File: src/rtl/xpk_pkg.sv
package xpk_pkg;
  localparam int XPK_SLOTS  = 8;
  localparam int XPK_WORD_W = 32;
  localparam int XPK_UNIT_W = 3;
  localparam int XPK_CHAIN_POS = 0;
  localparam int XPK_UNIT_LSB  = 1;
endpackage

File: src/rtl/xpk_group_find.sv
module xpk_group_find #(
  parameter int SLOTS = 8,
  localparam int IDX_W = $clog2(SLOTS)
) (
  input  logic [SLOTS-1:0] chain,
  input  logic [IDX_W-1:0] start,
  output logic [SLOTS-1:0] mask,
  output logic [IDX_W-1:0] last_idx,
  output logic             ends_packet
);
  logic open;

  always_comb begin
    mask     = '0;
    last_idx = start;
    open     = 1'b1;
    for (int i = 0; i < SLOTS; i++) begin
      if (open && (i >= int'(start))) begin
        mask[i]  = 1'b1;
        last_idx = IDX_W'(i);
        if (!chain[i]) open = 1'b0;
      end
    end
    ends_packet = (int'(last_idx) == SLOTS - 1);
  end
endmodule

File: src/rtl/xpk_unit_check.sv
module xpk_unit_check #(
  parameter int SLOTS  = 8,
  parameter int UNIT_W = 3
) (
  input  logic [SLOTS-1:0]        mask,
  input  logic [SLOTS*UNIT_W-1:0] units,
  output logic                    clash
);
  logic [SLOTS*SLOTS-1:0] hits;

  for (genvar i = 0; i < SLOTS; i++) begin : g_row
    for (genvar j = 0; j < SLOTS; j++) begin : g_col
      if (j > i) begin : g_pair
        assign hits[i*SLOTS+j] = mask[i] & mask[j] &
          (units[i*UNIT_W +: UNIT_W] == units[j*UNIT_W +: UNIT_W]);
      end else begin : g_none
        assign hits[i*SLOTS+j] = 1'b0;
      end
    end
  end

  assign clash = |hits;
endmodule

File: src/rtl/xpk_splitter.sv
module xpk_splitter
  import xpk_pkg::*;
#(
  parameter int SLOTS  = XPK_SLOTS,
  parameter int WORD_W = XPK_WORD_W,
  parameter int UNIT_W = XPK_UNIT_W,
  localparam int IDX_W = $clog2(SLOTS),
  localparam int PKT_W = SLOTS * WORD_W
) (
  input  logic             clk,
  input  logic             rst,
  input  logic             in_valid,
  output logic             in_ready,
  input  logic [PKT_W-1:0] in_packet,
  output logic             out_valid,
  input  logic             out_ready,
  output logic [PKT_W-1:0] out_packet,
  output logic [SLOTS-1:0] out_mask,
  output logic [IDX_W-1:0] out_start,
  output logic             out_conflict
);
  logic                    busy;
  logic [IDX_W-1:0]        cursor;
  logic [PKT_W-1:0]        pkt;
  logic [SLOTS-1:0]        chain;
  logic [SLOTS*UNIT_W-1:0] units;
  logic [SLOTS-1:0]        grp_mask;
  logic [IDX_W-1:0]        grp_last;
  logic                    grp_ends;
  logic                    grp_clash;
  logic                    take_in;
  logic                    fire;

  for (genvar k = 0; k < SLOTS; k++) begin : g_slot
    assign chain[k] = pkt[k*WORD_W + XPK_CHAIN_POS];
    assign units[k*UNIT_W +: UNIT_W] = pkt[k*WORD_W + XPK_UNIT_LSB +: UNIT_W];
  end

  xpk_group_find #(.SLOTS(SLOTS)) u_find (
    .chain       (chain),
    .start       (cursor),
    .mask        (grp_mask),
    .last_idx    (grp_last),
    .ends_packet (grp_ends)
  );

  xpk_unit_check #(.SLOTS(SLOTS), .UNIT_W(UNIT_W)) u_units (
    .mask  (grp_mask),
    .units (units),
    .clash (grp_clash)
  );

  assign in_ready     = !busy;
  assign take_in      = in_valid && !busy;
  assign fire         = busy && out_ready;
  assign out_valid    = busy;
  assign out_packet   = pkt;
  assign out_mask     = busy ? grp_mask : '0;
  assign out_start    = cursor;
  assign out_conflict = busy && grp_clash;

  always_ff @(posedge clk) begin
    if (rst) begin
      busy   <= 1'b0;
      cursor <= '0;
    end else if (take_in) begin
      busy   <= 1'b1;
      cursor <= '0;
    end else if (fire) begin
      if (grp_ends) begin
        busy   <= 1'b0;
        cursor <= '0;
      end else begin
        cursor <= grp_last + 1'b1;
      end
    end
  end

  always_ff @(posedge clk) begin
    if (take_in) pkt <= in_packet;
  end

  a_r10_first_group: assert property (@(posedge clk) disable iff (rst)
    (in_valid && in_ready) |=> (out_valid && out_start == '0));

  a_r7_hold: assert property (@(posedge clk) disable iff (rst)
    (out_valid && !out_ready) |=>
      (out_valid && $stable(out_start) && $stable(out_mask)));

  a_r3_start_in_group: assert property (@(posedge clk) disable iff (rst)
    out_valid |-> out_mask[out_start]);

  a_r3_advance: assert property (@(posedge clk) disable iff (rst)
    (out_valid && out_ready && !out_mask[SLOTS-1]) |=>
      (out_valid && out_start > $past(out_start)));

  a_r5_release: assert property (@(posedge clk) disable iff (rst)
    (out_valid && out_ready && out_mask[SLOTS-1]) |=> in_ready);

  a_r8_conflict_valid: assert property (@(posedge clk) disable iff (rst)
    out_conflict |-> (out_valid && $countones(out_mask) > 1));

  a_r2_stall: assert property (@(posedge clk) disable iff (rst)
    (out_valid && !(out_ready && out_mask[SLOTS-1])) |=> !in_ready);
endmodule

File: config.mk
export PLATFORM = sky130hd
export DESIGN_NAME = xpk_splitter
export DESIGN_NICKNAME = d
export VERILOG_FILES = /design/src/rtl/xpk_pkg.sv /design/src/rtl/xpk_group_find.sv /design/src/rtl/xpk_unit_check.sv /design/src/rtl/xpk_splitter.sv
export SDC_FILE = /design/constraint.sdc
export NUM_CORES = 1
export LEC_CHECK = 0
export ABC_AREA = 1
export BUFFER_PORTS_ARGS = -buffer_cell sky130_fd_sc_hd__buf_2
export CAP_MARGIN = 10
export CORE_AREA = 4 4 205 207
export CTS_BUF_LIST = sky130_fd_sc_hd__clkbuf_4 sky130_fd_sc_hd__clkbuf_8 sky130_fd_sc_hd__clkbuf_16
export DETAILED_ROUTE_END_ITERATION = 6
export DIE_AREA = 0 0 209 211
export RECOVER_POWER = 50
export SLEW_MARGIN = 30
export SYNTH_ARGS = -nofsm -noshare
export SYNTH_HDL_FRONTEND = slang
export SYNTH_HIERARCHICAL = 1
export SYNTH_SLANG_ARGS = --single-unit
File: constraint.sdc
create_clock -name clk -period 7.8 [get_ports clk]
set_clock_uncertainty 0.15 [all_clocks]
set_input_delay 0.78 -clock clk [delete_from_list [all_inputs] [get_ports clk]]
set_output_delay 0.78 -clock clk [all_outputs]
set_load 0.05 [all_outputs]
==> results.sh <==
export IMPL_status="finished, final reports clean"
export IMPL_num_fill_cells=4194
export IMPL_min_period_ns=4.09
export IMPL_post_route_period_util=0.525
export IMPL_ff_latch_area_mm2=0.00777
export IMPL_cts_resized=0
export IMPL_stdcell_area_mm2=0.0140
export IMPL_startpoint_type="register"
export IMPL_gr_total_overflow=0
export IMPL_grt_total_usage=0.167
export IMPL_irDropWorstVdd_v=0.000181
export IMPL_hold_viol=0
export IMPL_boundaryPins=530
export IMPL_finalNonFillerCells=1874
export IMPL_grt_pass1_wl_mm=54.2
export IMPL_end_kind="primary output"
export IMPL_ys_ff_latch=260
export IMPL_routed_top_layer="met5"
export IMPL_dpl_cell_area_mm2=0.0131
export IMPL_clock_sinks=260
export IMPL_grt_pass1_vias=7840
export IMPL_place_gp_congestion=0.944
export IMPL_die_x_um=209
export IMPL_finalMaxSlewViolations=0
export IMPL_clkSlewWorstSetupHoldPaths_ns=0.06
export IMPL_cp_num_buf_inv=5
export IMPL_cp_num_cells=20
export IMPL_die_h_um=211
export IMPL_grt_max_degree=89
export IMPL_path_max_fanout=8
export IMPL_relSlewSlack=0.479
export IMPL_synth_area_top_cells="edfxtp_1, nand2_1, nor2_1"
export IMPL_holdCritPathClass="input pin to register"
export IMPL_slowest_delay_ns=0.38
export IMPL_ys_seq_area_frac=0.783
export IMPL_worstPathArrival_ns=3.16
export IMPL_report_final_setup_viol=0
export IMPL_start_util=0.246
export IMPL_fin_nets=1576
export IMPL_grt_antenna_before_repair=27
export IMPL_ctsHtreeMaxLevel=1
export IMPL_final_antenna_net_count=0
export IMPL_clk_path_buf_depth=3
export IMPL_area_delta_synth_final_pct=41.4
export IMPL_drive_above_1_share=0.415
export IMPL_rr_worst_depth=4
export IMPL_path_class="register to primary output"
export IMPL_multi_input_area_mm2=0.00173
export IMPL_worst_pin_slew_ns=0.782
export IMPL_reg2reg_from="out_valid"
export IMPL_pwr_density_cell_mw_per_mm2=255
export IMPL_synth_top_area_frac=0.775
export IMPL_startpoint="out_start[1]"
export IMPL_whs_ns=0.233
export IMPL_drt_iter0_markers=510
export IMPL_wl_met3_mm=3.69
export IMPL_wl_met2_mm=20.2
export IMPL_synth_distinct_cells=27
export IMPL_drv_cap=0
export IMPL_syn_nets=1029
export IMPL_setup_slack_ns=3.71
export IMPL_rrSetupSlack_ns=5.33
export IMPL_clock_root_buffer="clkbuf_16"
export IMPL_detail_route_first_pass_iterations=5
export IMPL_crit_top_cell="nand2_1"
export IMPL_die_area_mm2=0.0441
export IMPL_fp_row_count=74
export IMPL_cp_top_family="simple AND/OR/NAND/NOR gates"
export IMPL_syn_avg_cell_area_um2=12.9
export IMPL_fmax_mhz=244
export IMPL_tns_ns=0
export IMPL_drt_met1_wl_mm=13.7
export IMPL_required_ns=6.87
export IMPL_routedWlPerCell_um=20.9
export IMPL_place_hpwl_mm=31.6
export IMPL_post_cts_buffers=0
export IMPL_detail_route_wirelength_mm=39.2
export IMPL_crit_path_end="out_conflict"
export IMPL_viasPerCell=4.18
export IMPL_cts_made_buffers=30
export IMPL_io_buffers=529
export IMPL_synth_area_mm2=0.00991
export IMPL_placed_cells=1815
export IMPL_critical_path_slowest_cell="dfxtp_1"
export IMPL_r2r_end="out_packet[75]"
export IMPL_drc=0
export IMPL_p_leak_nw=6.38
export IMPL_rsz0062_at_grt="no"
export IMPL_core_area_mm2=0.0404
export IMPL_fin_util=0.347
export IMPL_power_mw=3.58
export IMPL_cts_tree="built"
export IMPL_yosys_area_top_type="edfxtp_1"
export IMPL_worstPathCellList="nor2_1 > nand3_4 > nand4_2 > nand2_2 > inv_4 > nand3b_4 > inv_1 > nand2_1 > inv_1 > nand2_1 > nor2_1 > nand2_1 > nand2_1 > nor2_1 > nand2_1 > nor2_1 > nand2_1 > nand2_1 > inv_1 > buf_2"
export IMPL_cts_hold_buf=0
export IMPL_yosys_warnings=6
export IMPL_clock_latency_ns=0.57
export IMPL_dp_slack_ns=4.45
export IMPL_netlist_instances=768
export IMPL_route_vias_total=7842
==> flip-flops by register name, indices dropped and copies added (netlist names) <==
register	flops
out_valid	1
out_packet	256
out_start	3
==> cell type report <==
type,instances,share of cell area
diodes,4,0.000714
clock buffers,42,0.0600
clock inverters,13,0.00830
inverters,73,0.0203
multi-input cells,418,0.124
flip-flops and latches,260,0.554
well taps,532,0.0475
repair buffers,532,0.186
==> placed cells by master, fill, tap and decap left out, types with 4 or more instances in the layout <==
master	instances
nand2_1	272
clkbuf_16	30
buf_2	468
o21ai_0	13
a21oi_1	8
inv_2	19
dfxtp_1	4
diode_2	4
edfxtp_1	256
clkbuf_4	12
nand3_1	10
nor2_1	92
inv_1	52
clkbuf_1	61
==> metal layers <==
metal  up-vias  track usage
li1       3659            -
met1      3685        0.187
met3        97       0.0615
met4        38       0.0529
met5         -            0
met2       363        0.296
==> where the power goes <==
part	switching [mW]	internal [mW]
clock network	0.563	0.790
registers	0.0443	1.63
logic	0.432	0.121
==> synth_stat cells, drive strengths merged <==
library cell	count
a21oi	8
nor2	95
buf	17
nor3	1
edfxtp	256
nand2	276
ha	1
nand3b	1
inv	73
dfxtp	4
xor2	2
nand4	3
a21boi	1
nand3	11
xnor2	3
o21ai	16
==> cells by family (layout without fill, tap and decap cells) <==
logic type,count (synthesis),count (layout),share of synthesized area
simple gates,387,387,0.157
flops,260,260,0.783
buf+inv,90,660,0.0410
compound gates,25,25,0.0129
xor+xnor,5,5,0.00442
fa+ha+maj,1,1,0.00126
other cells,0,4,0
==> worst min-delay path by stage <==
stage / from / cells after the start / endpoint
final: in_packet[164] / 1 / out_packet[164]
after global routing: in_packet[142] / 1 / out_packet[142]
after CTS: in_packet[97] / 1 / out_packet[97]
after detailed placement: out_start[0] / 2 / out_start[0]
after global placement: out_start[0] / 2 / out_start[0]
after floorplan: out_start[0] / 2 / out_start[0]
No activity file was read; power rests on OpenSTA's default activity.
